`src/rtl/fracclk_pkg.sv`:
```
package fracclk_pkg;
    typedef enum logic [0:0] {
        ST_RUN  = 1'b0,
        ST_PEND = 1'b1
    } upd_state_t;
endpackage

```
`src/rtl/fracclk_accum.sv`:
```
module fracclk_accum
    import fracclk_pkg::*;
#(
    parameter int MW = 8,
    parameter int DW = 12
) (
    input  logic          clk,
    input  logic          rst_n,
    input  logic          tick_i,
    input  logic          upd_i,
    input  logic [MW-1:0] mult_m1_i,
    input  logic [DW-1:0] div_m1_i,
    output logic          mclk_o,
    output logic          busy_o
);
    localparam int AW = DW + 1;

    upd_state_t    state_q, state_d;
    logic [MW-1:0] cur_m1_q, pend_m1_q;
    logic [DW-1:0] cur_d1_q, pend_d1_q;
    logic [AW-1:0] acc_q;
    logic [AW-1:0] mult_val, div_val, sum;
    logic          wrap, accept, legal;

    assign mult_val = AW'(cur_m1_q) + AW'(1);
    assign div_val  = AW'(cur_d1_q) + AW'(1);
    assign sum      = acc_q + mult_val;
    assign wrap     = tick_i && (sum >= div_val);
    assign legal    = AW'(mult_m1_i) <= AW'(div_m1_i);
    assign accept   = upd_i && (state_q == ST_RUN) && legal;
    assign busy_o   = (state_q == ST_PEND);

    always_comb begin
        state_d = state_q;
        unique case (state_q)
            ST_RUN:  if (accept) state_d = ST_PEND;
            ST_PEND: if (wrap)   state_d = ST_RUN;
            default: state_d = ST_RUN;
        endcase
    end

    always_ff @(posedge clk or negedge rst_n) begin
        if (!rst_n) state_q <= ST_RUN;
        else        state_q <= state_d;
    end

    always_ff @(posedge clk or negedge rst_n) begin
        if (!rst_n) begin
            acc_q     <= '0;
            mclk_o    <= 1'b0;
            cur_m1_q  <= '0;
            cur_d1_q  <= '0;
            pend_m1_q <= '0;
            pend_d1_q <= '0;
        end else begin
            mclk_o <= wrap;
            if (accept) begin
                pend_m1_q <= mult_m1_i;
                pend_d1_q <= div_m1_i;
            end
            if (wrap && state_q == ST_PEND) begin
                acc_q    <= '0;
                cur_m1_q <= pend_m1_q;
                cur_d1_q <= pend_d1_q;
            end else if (wrap) begin
                acc_q <= sum - div_val;
            end else if (tick_i) begin
                acc_q <= sum;
            end
        end
    end

    // accumulator remainder always stays below the active divider
    a_r2_acc_below_div: assert property (@(posedge clk) disable iff (!rst_n)
        acc_q < div_val);
    // a master pulse is always preceded by a selected source edge
    a_r4_pulse_needs_tick: assert property (@(posedge clk) disable iff (!rst_n)
        mclk_o |-> $past(tick_i));
    // busy clears only together with a master pulse
    a_r5_busy_falls_on_pulse: assert property (@(posedge clk) disable iff (!rst_n)
        $fell(busy_o) |-> mclk_o);
    // an illegal ratio never starts an update
    a_r6_reject_illegal: assert property (@(posedge clk) disable iff (!rst_n)
        (upd_i && !busy_o && (AW'(mult_m1_i) > AW'(div_m1_i))) |=> !busy_o);
    // a pending ratio is not overwritten by a later strobe
    a_r10_pend_held: assert property (@(posedge clk) disable iff (!rst_n)
        (busy_o && $past(busy_o)) |-> $stable(pend_m1_q) && $stable(pend_d1_q));
endmodule

```
`src/rtl/fracclk_bitdiv.sv`:
```
module fracclk_bitdiv #(
    parameter int BW = 8
) (
    input  logic          clk,
    input  logic          rst_n,
    input  logic          edge_i,
    input  logic          run_i,
    input  logic [BW-1:0] div_m1_i,
    output logic          bclk_o
);
    logic [BW-1:0] cnt_q;

    always_ff @(posedge clk or negedge rst_n) begin
        if (!rst_n) begin
            cnt_q  <= '0;
            bclk_o <= 1'b0;
        end else if (!run_i) begin
            cnt_q  <= '0;
            bclk_o <= 1'b0;
        end else if (edge_i) begin
            if (cnt_q >= div_m1_i) begin
                cnt_q  <= '0;
                bclk_o <= ~bclk_o;
            end else begin
                cnt_q <= cnt_q + BW'(1);
            end
        end
    end

    // stopped stage holds the bit clock low
    a_r9_idle_low: assert property (@(posedge clk) disable iff (!rst_n)
        !run_i |=> !bclk_o);
    // bit clock moves only on a selected edge or when stopping
    a_r8_toggle_on_edge: assert property (@(posedge clk) disable iff (!rst_n)
        !$stable(bclk_o) |-> ($past(edge_i) || !$past(run_i)));
    // counter never passes the divide field while running with a fixed field
    a_r7_cnt_bound: assert property (@(posedge clk) disable iff (!rst_n)
        (run_i && $stable(div_m1_i)) |-> cnt_q <= div_m1_i);
endmodule

```
`src/rtl/fracclk_synth.sv`:
```
module fracclk_synth #(
    parameter int MW = 8,
    parameter int DW = 12,
    parameter int BW = 8
) (
    input  logic          clk,
    input  logic          rst_n,
    input  logic          src0_tick_i,
    input  logic          src1_tick_i,
    input  logic          msrc_sel_i,
    input  logic          upd_i,
    input  logic [MW-1:0] mult_m1_i,
    input  logic [DW-1:0] div_m1_i,
    input  logic          bsrc_sel_i,
    input  logic [BW-1:0] bdiv_i,
    input  logic          tx_en_i,
    input  logic          bclk_en_i,
    output logic          mclk_o,
    output logic          bclk_o,
    output logic          busy_o
);
    logic sel_tick, bit_edge, bit_run;

    assign sel_tick = msrc_sel_i ? src1_tick_i : src0_tick_i;
    assign bit_edge = bsrc_sel_i ? mclk_o : 1'b1;
    assign bit_run  = tx_en_i && bclk_en_i;

    fracclk_accum #(.MW(MW), .DW(DW)) u_accum (
        .clk       (clk),
        .rst_n     (rst_n),
        .tick_i    (sel_tick),
        .upd_i     (upd_i),
        .mult_m1_i (mult_m1_i),
        .div_m1_i  (div_m1_i),
        .mclk_o    (mclk_o),
        .busy_o    (busy_o)
    );

    fracclk_bitdiv #(.BW(BW)) u_bitdiv (
        .clk      (clk),
        .rst_n    (rst_n),
        .edge_i   (bit_edge),
        .run_i    (bit_run),
        .div_m1_i (bdiv_i),
        .bclk_o   (bclk_o)
    );

    // outputs quiet in the first cycle after reset release
    a_r1_reset_quiet: assert property (@(posedge clk) disable iff (!rst_n)
        $rose(rst_n) |-> (!busy_o && !bclk_o));
endmodule

```
`config.mk`:
```
export PLATFORM = sky130hd
export DESIGN_NAME = fracclk_synth
export DESIGN_NICKNAME = d
export VERILOG_FILES = /design/src/rtl/fracclk_pkg.sv /design/src/rtl/fracclk_accum.sv /design/src/rtl/fracclk_bitdiv.sv /design/src/rtl/fracclk_synth.sv
export SDC_FILE = /design/constraint.sdc
export NUM_CORES = 1
export LEC_CHECK = 0
export BUFFER_PORTS_ARGS = -buffer_cell sky130_fd_sc_hd__buf_2
export CELL_PAD_IN_SITES_DETAIL_PLACEMENT = 0
export CELL_PAD_IN_SITES_GLOBAL_PLACEMENT = 1
export CORE_UTILIZATION = 47
export DETAILED_ROUTE_END_ITERATION = 16
export PLACE_DENSITY = 0.91
export SYNTH_ARGS = -nofsm -noshare
export SYNTH_HDL_FRONTEND = slang
export SYNTH_SLANG_ARGS = --single-unit
```
`constraint.sdc`:
```
create_clock -name clk -period 4.7 [get_ports clk]
set_input_delay 0.235 -clock clk [delete_from_list [all_inputs] [get_ports clk]]
set_output_delay 0.235 -clock clk [all_outputs]
set_load 0.1 [all_outputs]
```
# Yosys cells after proc, flatten, opt, wreduce, memory -nomap -nowiden
# Index checks and enable logic that the tools add are counted.
[word_totals]
ff_bits = 64
output_inout_bits = 3
elab_cells = 42
in_bits = 37
[op_classes]
muxes = 14
eq_ne = 2
add_sub_neg = 5
bitwise_logic = 2
n_lt_le_gt_ge = 3
n_reduce_logical = 7
[ops]
columns = ["op", "n"]
rows = [
  ["two-way mux 13 bit", 3],
  ["two-way mux 8 bit", 3],
  ["adder 12 x 1 -> 13 bit, second input constant", 1],
  ["adder 13 bit", 1],
  ["greater-or-equal comparator 13 bit", 1],
  ["subtractor 13 bit", 1],
  ["less-or-equal comparator 8 x 12 -> 1 bit", 1],
  ["adder 8 x 1 -> 9 bit, second input constant", 1],
  ["adder 8 x 1 -> 8 bit, second input constant", 1],
  ["greater-or-equal comparator 8 bit", 1],
  ["two-way mux 1 bit", 7],
  ["logical AND 1 bit", 5],
  ["inequality test 2 bit, second input constant", 2],
  ["nonzero test 3 bit", 1],
  ["NOT 1 bit", 2],
  ["case mux 1 bit (2 select lines)", 1],
  ["AND reduction 2 bit", 1],
]

# Logic depth before layout (Yosys ltp)
# Gate-level depths: netlist (run 1).
[depth]
depth_word = 6
mapped_depth = 20
ltp_nobuf = 19

# Hierarchy
# A second synthesis (run 1) with hierarchy kept.
[hier_totals]
cells_unflattened = 426
hier_area_um2 = 4449.3
[modules_own_cells]
columns = ["module", "area_each_um2", "seq_area_each_um2", "cells_per_inst", "instances"]
rows = [
  ["fracclk_accum", 3694.8, 1376.3, 347, 1],
  ["fracclk_bitdiv", 726.9, 225.2, 76, 1],
  ["fracclk_synth", 27.5, 0.0, 3, 1],
]

# Worst setup path before layout (run 1)
# No wires, ideal clock.
[synth_path]
path_kind = "register to register"
start = "reg u_accum.cur_m1_q[0]"
end = "reg u_accum.cur_d1_q[0]"
arrival_ns = 4.238
setup_slack_ns = 0.337
stages_incl_launch_ff = 21
setup_ns = 0.125
synth_period_minus_slack_ns = 4.363
n_path_buf = 2
required_time_ns = 4.575
path_cell_list = "dfrtp_1 -> ha_1 -> nand3_1 -> nor2_1 -> xor2_1 -> ha_1 -> a21oi_1 -> nand2_1 -> a211o_1 -> o22ai_1 -> xnor2_1 -> ha_1 -> nand4_2 -> or3b_1 -> a31oi_4 -> o311ai_4 -> and2_1 -> buf_6 -> nand3b_4 -> buf_6 -> mux2_4"
[synth_via]
elab_chain_cells = 5
[synth_lines]
columns = ["element", "line", "rtl"]
rows = [
  ["start: declaration", "fracclk_accum.sv:19", "logic [MW-1:0] cur_m1_q, pend_m1_q;"],
  ["start signal: assignment", "fracclk_accum.sv:63", "cur_m1_q <= pend_m1_q;"],
  ["adder 8 x 1 -> 9 bit", "fracclk_accum.sv:25", "assign mult_val = AW'(cur_m1_q) + AW'(1);"],
  ["adder 13 bit", "fracclk_accum.sv:27", "assign sum = acc_q + mult_val;"],
  ["greater-or-equal comparator 13 bit", "fracclk_accum.sv:28", "assign wrap = tick_i && (sum >= div_val);"],
  ["logical AND 1 bit", "fracclk_accum.sv:28", ""],
  ["logical AND 1 bit", "fracclk_accum.sv:61", "if (wrap && state_q == ST_PEND) begin"],
  ["end signal: assignment", "fracclk_accum.sv:64", "cur_d1_q <= pend_d1_q;"],
  ["end: declaration", "fracclk_accum.sv:20", "logic [DW-1:0] cur_d1_q, pend_d1_q;"],
]
# No other way between the ends.
# A chain may end at the register's enable or synchronous reset.

# Worst setup path in the final report (run 1)
[layout_path]
start = "reg u_accum.cur_m1_q[0]"
end = "reg u_accum.acc_q[5]"
[layout_via]
elab_chain_cells = 6
word_cells_on_any_way = 10
classes_between = "3 x add/sub; 1 x order compare; 3 x mux; 3 x reduce/logical"
[layout_lines]
columns = ["element", "line", "rtl"]
rows = [
  ["adder 8 x 1 -> 9 bit *", "fracclk_accum.sv:25", ""],
  ["adder 13 bit *", "fracclk_accum.sv:27", ""],
  ["greater-or-equal comparator 13 bit", "fracclk_accum.sv:28", ""],
  ["logical AND 1 bit", "fracclk_accum.sv:28", ""],
  ["two-way mux 13 bit / logical AND 1 bit (equally long branches)", "fracclk_accum.sv:65, fracclk_accum.sv:61", ""],
  ["two-way mux 13 bit / nonzero test 3 bit (equally long branches)", "--", ""],
  ["end signal: assignment", "fracclk_accum.sv:66", "acc_q <= sum - div_val;"],
  ["end signal: assignment", "fracclk_accum.sv:68", "acc_q <= sum;"],
  ["end: declaration", "fracclk_accum.sv:21", "logic [AW-1:0] acc_q;"],
]
# Mark *: on every way between the ends. The rest lies on a longest branch, timed or not. The select of a mux whose other input is x is not followed.

==> out/qor.yml, run 1 <==
layout.cells.most_common: "sky130_fd_sc_hd__dfrtp_1"
place.detailed.hpwl_mm: 7.59
number_of_antenna_violations_at_the_first_check_in_global_routing: 0
dr.first_iter.drc_count: 200
slack_of_the_critical_path_ns: 0.243
setup.worst_path.end_class: "register"
grt_first_pass_wirelength_mm: 16.9
worst-path-max-fanout: 17
postPlaceCellArea_mm2: 0.00493
clock_insertion_delay_worst_skew_ns: 0.37
finalMaxSlewViolations: 0
largest_net_degree_at_the_start_of_global_routing: 65
ioPinCount: 40
ys_ff_latch: 64
final_critical_delay_including_setup_and_external_delays_ns: 4.46
postSynthAreaPerCell_um2: 9.88
layout_common_cells: "sky130_fd_sc_hd__dfrtp_1, sky130_fd_sc_hd__buf_2, sky130_fd_sc_hd__ha_1"
ctsHtreeMaxLevel: 3
synth_warnings: 0
crit_buf_inv: 2
gp_congestion: 0.894
postSynth.asyncResetShare_pct: 100
crit_cells: 19
dpl.cell_count: 629
track_usage_pct: 21.5
final_nets: 598
final_antenna_net_count: 0
fillCellCount: 842
areaGrowthSynthToFinish_pct: 14.7
timing.slew.headroom_pct: 24.2
slowest_stage: "sky130_fd_sc_hd__ha_1"
cap_viol_max_count: 0
synth_area_mm2: 0.00460
port_buffers: 39
rsz0062_at_grt: "false"
via_count: 3615
layout-drive-gt1-share_pct: 23.4
initial_core_util_pct: 49.1
final_design_area_no_fill_mm2: 0.00528
post_syn_nets: 547
gr-total-overflow: 0
post_layout_nonfiller_instances: 651
yosysSeqAreaShare_pct: 34.8
fp-row-count: 35
distinct_cell_type_count_of_the_synthesized_netlist: 57
outcome: "finished, final reports clean"
fp.dieArea_mm2: 0.0102
hold_path.class: "in2async"
timing.critical_path.slowest_cell_delay_ns: 0.41
first_global_vias: 3597
critPathLaunchType: "register"
path_clk_slew_ns: 0.08
drc_errors: 0
critPathTopFamily: "simple AND/OR/NAND/NOR gates"
synth_enable_flop_cells: 0
drt-wirelength-per-cell_um: 15.5
worstPathArrival_ns: 4.74
clockBufferDepth: 2
antenna-diode-count: 0
timing.clock.skew_ns: 0.0118
design.core.area_mm2: 0.00937
achievable-frequency_mhz: 224
postCtsHoldBufs: 0
yosys_most_used_dff: "sky130_fd_sc_hd__dfrtp_1"
hold_violations: 0
path_cells: "and3_1 > nand3_1 > or2_2 > xnor2_1 > ha_1 > nand2_1 > nor3b_1 > o22ai_2 > buf_4 > nor2_1 > xor2_1 > ha_1 > nand2_1 > nor3_2 > a31oi_2 > and2_4 > buf_4 > or3_1 > a31oi_1"
report.final.setup_viol: 0
tritoncts: "built"
timing.final.crit_share_pct: 94.8
die_extent_in_y_um: 101
worst_r2r_path_depth: 19
tritoncts_num_sinks: 64
drt_pass1_iterations: 5
finalWirelength_mm: 10.1
cp.required_ns: 4.98
worstMarginPinSlew_ns: 1.11
cts_inserted_buffers: 9
synthesis.instances: 466
dpl_worst_slack_ns: -0.0969
routed_via_density: 5.55
worst-setup-path-type: "reg2reg"
cts-root-buf: "sky130_fd_sc_hd__clkbuf_8"
die_x_um: 101
-- logic make-up after synthesis --
kind of cell             share of synthesized area [%]
flip-flops                                        34.8
XOR/XNOR                                          7.04
adder cells (fa/ha/maj)                           12.3
buffers and inverters                             4.21
multiplexers                                      11.5
AO/OA/AOI/OAI                                     14.9
AND/OR/NAND/NOR                                   15.2
-- area by class of cell --
class                           instances  area, µm²  share of cell area [%]
Clock buffer                            9        124                    2.35
Clock inverter                          7       86.3                    1.63
Inverter                               32        120                    2.27
Multi-Input combinational cell        360       2910                    55.1
Sequential cell                        64       1600                    30.3
Tap cell                              129        161                    3.06
Timing Repair Buffer                   50        278                    5.26
-- synth_stat cells (all sizes together), types with 9 or more instances --
master / count / area [µm²]
dfrtp: 64 / 1600
ha: 42 / 526
mux2: 37 / 492
nand2: 37 / 139
inv: 32 / 120
a21oi: 30 / 150
o21ai: 27 / 135
nor2: 23 / 86.3
xnor2: 20 / 175
nand3: 17 / 85.1
xor2: 17 / 149
nand2b: 11 / 68.8
a21o: 10 / 75.1
and3: 9 / 56.3
-- sequential cells by signal (all words and copies together) (netlist names), 8 cells and up --
signal / count
u_accum.acc_q: 13
u_accum.cur_d1_q: 12
u_accum.cur_m1_q: 8
u_accum.pend_d1_q: 12
u_accum.pend_m1_q: 8
u_bitdiv.cnt_q: 8
-- timing repair --
action                     in CTS  in global routing
resized for setup               2                 17
setup buffers                   0                  5
setup endpoints to repair      21                 34
gates cloned                    1                  0
pin swaps                       0                  2
-- through the flow --
stage          TNS [ns]  utilization [%]  hold WS, ns
2_1_floorplan         0                -      -0.0606
3_3_place_gp          0             52.6        0.451
3_5_place_dp      -1.72             52.6        0.460
4_1_cts               0             55.2       0.0678
5_1_grt               0             56.4        0.110
6_report              0             56.4       0.0251
-- worst paths after layout --
kind | start | to | slack [ns]
max | u_accum.cur_m1_q[0] | u_accum.acc_q[5] | 0.24
min | rst_n | u_bitdiv.cnt_q[6] | 0.03
max reg2reg | u_accum.cur_m1_q[0] | u_accum.acc_q[5] | 0.24
min reg2reg | u_accum.pend_m1_q[5] | u_accum.pend_m1_q[5] | 0.49
max in group asynchronous | rst_n | u_accum.pend_d1_q[6] | 4.12
min in group clk | div_m1_i[8] | u_accum.pend_d1_q[8] | 0.09
-- routing by layer --
metal | GRT usage [%] | wire length, µm | vias to the layer above
met2 | 36.7 | 4910 | 86
met1 | 27.3 | 4600 | 1731
li1 | - | - | 1781
met5 | 0 | 0 | -
met3 | 3.26 | 352 | 17
met4 | 8.81 | 208 | 0
Power of run 1 is left out: the tool's default activity adds up to more than one toggle a clock period on the data nets, which glitch-free logic cannot reach.
==> run 2: changes to the inputs <==
- ABC_AREA: default -> 1
- CORE_UTILIZATION: 47 -> 44
- PLACE_DENSITY: 0.91 -> default
- PLACE_DENSITY_LB_ADDON: default -> 0.1
==> out/qor.yml, run 2 <==
layout-drive-gt1-share_pct: 12.3  # was 23.4%
rrSetupSlack_ns: 0.46  # was 0.24 ns
post_syn_nets: 780  # was 547
final.setup.tns_ns: 0  # unchanged
critPathLaunchType: "register"  # unchanged
cts.repair.resized: 0  # was 2
hold_violations: 0  # unchanged
cap_viol_max_count: 0  # unchanged
worst-setup-path-type: "reg2reg"  # unchanged
via_count: 4281  # was 3615
cts_inserted_buffers: 9  # unchanged
synth.top_cell.area_share_pct: 32.4  # was 34.8%
worst_r2r_path_depth: 23  # was 19
gr-total-overflow: 0  # unchanged
yosys-top-cells-count: "sky130_fd_sc_hd__nand2_1, sky130_fd_sc_hd__inv_1, sky130_fd_sc_hd__dfrtp_1"  # was sky130_fd_sc_hd__dfrtp_1, sky130_fd_sc_hd__ha_1, sky130_fd_sc_hd__nand2_1
clock_insertion_delay_worst_skew_ns: 0.35  # was 0.37 ns
setup.worst_path.end_class: "register"  # unchanged
first_global_vias: 4180  # was 3597
drt_pass1_iterations: 4  # was 5
timing.final.crit_share_pct: 90.1  # was 94.8%
die_x_um: 108  # was 101 µm
final_antenna_net_count: 0  # unchanged
timing.clock.skew_ns: 0.0176  # was 0.0118 ns
outcome: "finished, final reports clean"  # unchanged
layout.cells.most_common: "sky130_fd_sc_hd__nand2_1"  # was sky130_fd_sc_hd__dfrtp_1
synth_warnings: 0  # unchanged
regToRegStartpoint: "u_accum.cur_m1_q[2]"  # was u_accum.cur_m1_q[0]
timing.slew.headroom_pct: 45.8  # was 24.2%
worst-path-max-fanout: 13  # was 17
largest_net_degree_at_the_start_of_global_routing: 65  # unchanged
largestRegisters: "u_accum.acc_q: 13 flops, u_accum.cur_d1_q: 12 flops, u_accum.pend_d1_q: 12 flops"  # unchanged
port_buffers: 39  # unchanged
synthesis.instances: 699  # was 466
postCtsHoldBufs: 0  # unchanged
path_clk_slew_ns: 0.08  # about the same
antenna-diode-count: 0  # unchanged
tritoncts_num_sinks: 64  # unchanged
yosys_most_used_dff: "sky130_fd_sc_hd__dfrtp_1"  # unchanged
tritoncts: "built"  # unchanged
synthMostInstantiatedCell: "sky130_fd_sc_hd__nand2_1"  # was sky130_fd_sc_hd__dfrtp_1
postSynthAreaPerCell_um2: 7.08  # was 9.88 µm²
grt_first_pass_wirelength_mm: 19.5  # was 16.9 mm
synth_top_cell_by_area: "sky130_fd_sc_hd__dfrtp_1"  # unchanged
crit-reg2reg-capture: "u_accum.acc_q[8]"  # was u_accum.acc_q[5]
cts-root-buf: "sky130_fd_sc_hd__clkbuf_8"  # unchanged
largest_reg_flops: 13  # unchanged
clockBufferDepth: 2  # unchanged
routed_via_density: 4.83  # was 5.55
layout_common_cells: "sky130_fd_sc_hd__nand2_1, sky130_fd_sc_hd__inv_1, sky130_fd_sc_hd__dfrtp_1"  # was sky130_fd_sc_hd__dfrtp_1, sky130_fd_sc_hd__buf_2, sky130_fd_sc_hd__ha_1
place.detailed.hpwl_mm: 9.30  # was 7.59 mm
finalMaxSlewViolations: 0  # unchanged
ctsHtreeMaxLevel: 3  # unchanged
synth_enable_flop_cells: 0  # unchanged
postSynth.asyncResetShare_pct: 100  # unchanged
hold_path.class: "in2async"  # unchanged
final_nets: 822  # was 598
areaGrowthSynthToFinish_pct: 11.5  # was 14.7%
cp.required_ns: 4.97  # was 4.98 ns
max_flop_register: "u_accum.acc_q"  # unchanged
gp_congestion: 0.866  # was 0.894
achievable-frequency_mhz: 236  # was 224 MHz
number_of_antenna_violations_at_the_first_check_in_global_routing: 0  # unchanged
fp-row-count: 38  # was 35
fp.dieArea_mm2: 0.0117  # was 0.0102 mm²
drc_errors: 0  # unchanged
report.final.setup_viol: 0  # unchanged
rsz0062_at_grt: "false"  # unchanged
design.core.area_mm2: 0.0109  # was 0.00937 mm²
ys_ff_latch: 64  # unchanged
yosysSeqAreaShare_pct: 32.4  # was 34.8%
final_critical_delay_including_setup_and_external_delays_ns: 4.24  # was 4.46 ns
drt-wirelength-per-cell_um: 12.8  # was 15.5 µm
ioPinCount: 40  # unchanged
synth_area_mm2: 0.00495  # was 0.00460 mm²
track_usage_pct: 21.7  # was 21.5%
synth.top_cells.by_area: "sky130_fd_sc_hd__dfrtp_1, sky130_fd_sc_hd__nand2_1, sky130_fd_sc_hd__ha_1, sky130_fd_sc_hd__inv_1, sky130_fd_sc_hd__nand3_1"  # was sky130_fd_sc_hd__dfrtp_1, sky130_fd_sc_hd__ha_1, sky130_fd_sc_hd__mux2_4, sky130_fd_sc_hd__xnor2_1, sky130_fd_sc_hd__mux2_2
worstMarginPinSlew_ns: 0.810  # was 1.11 ns
finalWirelength_mm: 11.4  # was 10.1 mm
worstPathArrival_ns: 4.51  # was 4.74 ns
cts.repair_timing.setup_buffer_count: 0  # unchanged
dr.first_iter.drc_count: 256  # was 200
initial_core_util_pct: 45.5  # was 49.1%
distinct_cell_type_count_of_the_synthesized_netlist: 34  # was 57
die_extent_in_y_um: 108  # was 101 µm
-- run 2: cell count changes after synthesis, moves of 9 or more --
cell,change
sky130_fd_sc_hd__a21o_1,-10
sky130_fd_sc_hd__a21oi_1,-12
sky130_fd_sc_hd__and3_1,-9
sky130_fd_sc_hd__inv_1,+83
sky130_fd_sc_hd__mux2_2,-15
sky130_fd_sc_hd__mux2_4,-20
sky130_fd_sc_hd__nand2_1,+201
sky130_fd_sc_hd__nand2_2,+12
sky130_fd_sc_hd__nand2b_1,-11
sky130_fd_sc_hd__nand3_1,+38
sky130_fd_sc_hd__nand4_1,+11
sky130_fd_sc_hd__o21ai_2,+10
-- run 2: critical path, stage by stage, from the launching register on --
cell and delay (ns):
sky130_fd_sc_hd__dfrtp_1 0.37, sky130_fd_sc_hd__inv_1 0.07, sky130_fd_sc_hd__nor3_1 0.28, sky130_fd_sc_hd__nand3_1 0.17, sky130_fd_sc_hd__nor3_1 0.19, sky130_fd_sc_hd__xor2_1 0.12, sky130_fd_sc_hd__ha_1 0.37, sky130_fd_sc_hd__nand2_1 0.11
sky130_fd_sc_hd__nor2_1 0.14, sky130_fd_sc_hd__nand3_1 0.12, sky130_fd_sc_hd__nand3_1 0.13, sky130_fd_sc_hd__nand3_1 0.07, sky130_fd_sc_hd__nand2_1 0.15, sky130_fd_sc_hd__inv_1 0.07, sky130_fd_sc_hd__ha_1 0.38, sky130_fd_sc_hd__nand2_1 0.16
sky130_fd_sc_hd__inv_1 0.05, sky130_fd_sc_hd__a21oi_1 0.15, sky130_fd_sc_hd__nand2_1 0.11, sky130_fd_sc_hd__nor2_4 0.17, sky130_fd_sc_hd__nand2_8 0.09, sky130_fd_sc_hd__a21oi_2 0.43, sky130_fd_sc_hd__nand2_1 0.14, sky130_fd_sc_hd__nand2_1 0.09
-- run 2: logic make-up after synthesis --
| kind of cell | count (synthesis) | synth area share [%] |
|---|---|---|
| AOI/OAI and AO/OA | 59 | 7.15 |
| DFF | 64 | 32.4 |
| and+or+nand+nor | 372 | 33.0 |
| adders and majority gates | 44 | 11.4 |
| xor gates and xnor gates | 34 | 6.02 |
| buffers and inverters | 126 | 10.0 |
-- run 2: worst max path at each step --
stage                              to                start  slack (ns)
global placement    u_accum.acc_q[11]  u_accum.cur_m1_q[0]        0.51
global route         u_accum.acc_q[9]  u_accum.cur_m1_q[1]        0.02
finish               u_accum.acc_q[8]  u_accum.cur_m1_q[2]        0.46
CTS                 u_accum.acc_q[11]  u_accum.cur_m1_q[1]        0.44
detailed placement  u_accum.acc_q[11]  u_accum.cur_m1_q[2]        0.49
floorplan            u_accum.acc_q[7]  u_accum.cur_m1_q[2]        1.18
-- run 2: layout make-up --
| class | instances | area (µm²) |
|---|---|---|
| clock buffers | 10 | 138 |
| clock inverters | 6 | 91.3 |
| fillers | 1139 | 5370 |
| inverters | 115 | 432 |
| multi-input cells | 509 | 2850 |
| flip-flops and latches | 64 | 1600 |
| well taps | 140 | 175 |
| repair buffers | 42 | 230 |
-- run 2: metal layers --
layer,wire length [µm],share of wire (%),vias up,track usage (%)
li1,-,-,2283,-
met1,5740,51,1926,29.6
met2,5120,45,54,35.2
met3,250,2.2,18,2.65
met4,245,2.2,0,8.02
met5,0,0,-,0
-- run 2: per-stage QoR --
stage | area, µm² | hold WS, ns | utilization (%) | setup slack, ns | instances
detailed placement | 5290 | 0.466 | 48.6 | 0.486 | 870
floorplan | 4950 | -0.0606 | - | 1.18 | 699
global route | 5520 | 0.144 | 50.7 | 0.0158 | 886
global placement | 5290 | 0.453 | 48.6 | 0.506 | 870
finish | 5520 | 0.0485 | 50.7 | 0.465 | 886
CTS | 5520 | 0.0856 | 50.7 | 0.440 | 886
Power of run 2 is left out for the same reason.
==> run 3: changes to the inputs <==
- ABC_AREA: 1 -> default
- CORE_UTILIZATION: 44 -> 47
==> out/qor.yml, run 3 (synthesized netlist as in run 1, its figures left out) <==
grt_first_pass_wirelength_mm: 16.9  # was 19.5 mm
timing.critical_path.slowest_cell_delay_ns: 0.42  # was 0.43 ns
postCtsHoldBufs: 0  # unchanged
worst-path-max-fanout: 20  # was 13
finalWirelength_mm: 9.98  # was 11.4 mm
cp.required_ns: 4.93  # was 4.97 ns
worst-setup-path-type: "reg2reg"  # unchanged
ctsHtreeMaxLevel: 3  # unchanged
tritoncts_num_sinks: 64  # unchanged
worstMarginPinSlew_ns: 0.874  # was 0.810 ns
rsz0062_at_grt: "false"  # unchanged
path_common_cell: "sky130_fd_sc_hd__ha_1"  # was sky130_fd_sc_hd__nand2_1
drt_pass1_iterations: 4  # unchanged
dpl.cell_count: 634  # was 870
critPathLaunchType: "register"  # unchanged
first_global_vias: 3450  # was 4180
achievable-frequency_mhz: 225  # was 236 MHz
largest_reg_flops: 13  # unchanged
areaGrowthSynthToFinish_pct: 13.6  # was 11.5%
design.core.area_mm2: 0.00937  # was 0.0109 mm²
path_cells: "ha_1 > nand3_1 > nor2_2 > xor2_1 > ha_1 > a21oi_1 > nand2_1 > a211o_1 > o22ai_2 > buf_4 > nor2_1 > xor2_1 > ha_1 > a21o_1 > o311ai_4 > and2_4 > nand3b_4 > buf_12 > mux2_4"  # was inv_1 > nor3_1 > nand3_1 > nor3_1 > xor2_1 > ha_1 > nand2_1 > nor2_1 > nand3_1 > nand3_1 > nand3_1 > nand2_1 > inv_1 > ha_1 > nand2_1 > inv_1 > a21oi_1 > nand2_1 > nor2_4 > nand2_8 > a21oi_2 > nand2_1 > nand2_1
die_extent_in_y_um: 101  # was 108 µm
cts_inserted_buffers: 9  # unchanged
layout_common_cells: "sky130_fd_sc_hd__dfrtp_1, sky130_fd_sc_hd__ha_1, sky130_fd_sc_hd__buf_2"  # was sky130_fd_sc_hd__nand2_1, sky130_fd_sc_hd__inv_1, sky130_fd_sc_hd__dfrtp_1
ioPinCount: 40  # unchanged
track_usage_pct: 21.6  # was 21.7%
finished_core_util_pct: 55.8  # was 50.7%
finalHoldWorstSlack_ns: 0.0572  # was 0.0485 ns
max_flop_register: "u_accum.acc_q"  # unchanged
die_x_um: 101  # was 108 µm
via_count: 3544  # was 4281
slowest_stage: "sky130_fd_sc_hd__dfrtp_1"  # was sky130_fd_sc_hd__a21oi_2
drt-wirelength-per-cell_um: 15.3  # was 12.8 µm
fp.dieArea_mm2: 0.0102  # was 0.0117 mm²
timing.slew.headroom_pct: 41.6  # was 45.8%
cap_viol_max_count: 0  # unchanged
layout.cells.most_common: "sky130_fd_sc_hd__dfrtp_1"  # was sky130_fd_sc_hd__nand2_1
final_antenna_net_count: 0  # unchanged
clockBufferDepth: 2  # unchanged
path_clk_slew_ns: 0.08  # about the same
hold_violations: 0  # unchanged
cts-root-buf: "sky130_fd_sc_hd__clkbuf_8"  # unchanged
gr-total-overflow: 0  # unchanged
routed_via_density: 5.44  # was 4.83
finalMaxSlewViolations: 0  # unchanged
final_critical_delay_including_setup_and_external_delays_ns: 4.44  # was 4.24 ns
largestRegisters: "u_accum.acc_q: 13 flops, u_accum.cur_d1_q: 12 flops, u_accum.pend_d1_q: 12 flops"  # unchanged
timing.final.crit_share_pct: 94.5  # was 90.1%
number_of_antenna_violations_at_the_first_check_in_global_routing: 0  # unchanged
outcome: "finished, final reports clean"  # unchanged
final.setup.tns_ns: 0  # unchanged
setup.worst_path.end_class: "register"  # unchanged
tritoncts: "built"  # unchanged
worstPathArrival_ns: 4.67  # was 4.51 ns
final_nets: 599  # was 822
timing.clock.skew_ns: 0.00960  # was 0.0176 ns
worst_r2r_path_depth: 19  # was 23
post_layout_nonfiller_instances: 652  # was 886
fp-row-count: 35  # was 38
clock_insertion_delay_worst_skew_ns: 0.35  # about the same
initial_core_util_pct: 49.1  # was 45.5%
dr.first_iter.drc_count: 125  # was 256
report.final.setup_viol: 0  # unchanged
layout-drive-gt1-share_pct: 22.0  # was 12.3%
hold_path.class: "in2async"  # unchanged
antenna-diode-count: 0  # unchanged
gp_congestion: 0.823  # was 0.866
port_buffers: 39  # unchanged
drc_errors: 0  # unchanged
place.detailed.hpwl_mm: 7.52  # was 9.30 mm
largest_net_degree_at_the_start_of_global_routing: 65  # unchanged
-- run 3: path summary, 6_finish.rpt --
| kind | startpoint | endpoint | slack, ns |
|---|---|---|---|
| max | u_accum.cur_m1_q[0] | u_accum.cur_m1_q[6] | 0.26 |
| min | rst_n | u_bitdiv.cnt_q[6] | 0.06 |
| min in group clk | div_m1_i[9] | u_accum.pend_d1_q[9] | 0.10 |
| max reg2reg | u_accum.cur_m1_q[0] | u_accum.cur_m1_q[6] | 0.26 |
| min reg2reg | u_accum.pend_m1_q[5] | u_accum.pend_m1_q[5] | 0.50 |
| max in group asynchronous | rst_n | u_accum.pend_d1_q[9] | 4.10 |
-- run 3: routing by layer --
layer  vias up  track usage (%)  share of wire [%]
li1       1783                -                  -
met1      1679             28.9                 50
met2        68             36.0                 46
met3        14             3.19                2.6
met4         0             6.91                1.5
met5         -                0                  0
-- run 3: final cells by class --
class	count	area, µm²
Timing Repair Buffer	52	305
Sequential cell	64	1600
Clock buffer	10	138
Inverter	32	120
Fill cell	866	4140
Multi-Input combinational cell	359	2840
Tap cell	129	161
Clock inverter	6	67.6
-- run 3: worst max-delay path: cells and delay by family, from the launching register on --
| kind | cells | cell delay, ns |
|---|---|---|
| AO/OA/AOI/OAI | 5 | 1.20 |
| adder cells (fa/ha/maj) | 3 | 0.86 |
| AND/OR/NAND/NOR | 6 | 0.79 |
| flip-flops | 1 | 0.42 |
| XOR/XNOR | 2 | 0.37 |
| buffers and inverters | 2 | 0.36 |
| multiplexers | 1 | 0.32 |
-- run 3: what timing repair did --
item	4_1_cts	5_1_grt
gates resized for setup	0	8
buffers inserted	0	2
setup endpoints to repair	0	30
hold endpoints to repair	0	0
-- run 3: through the flow --
stage               cell area, µm²  setup WS [ns]
finish                        5230          0.259
global placement              4980         0.0603
floorplan                     4600          0.337
global route                  5230        0.00326
CTS                           5190         0.0128
detailed placement            4980         0.0575
Power of run 3 is left out for the same reason.
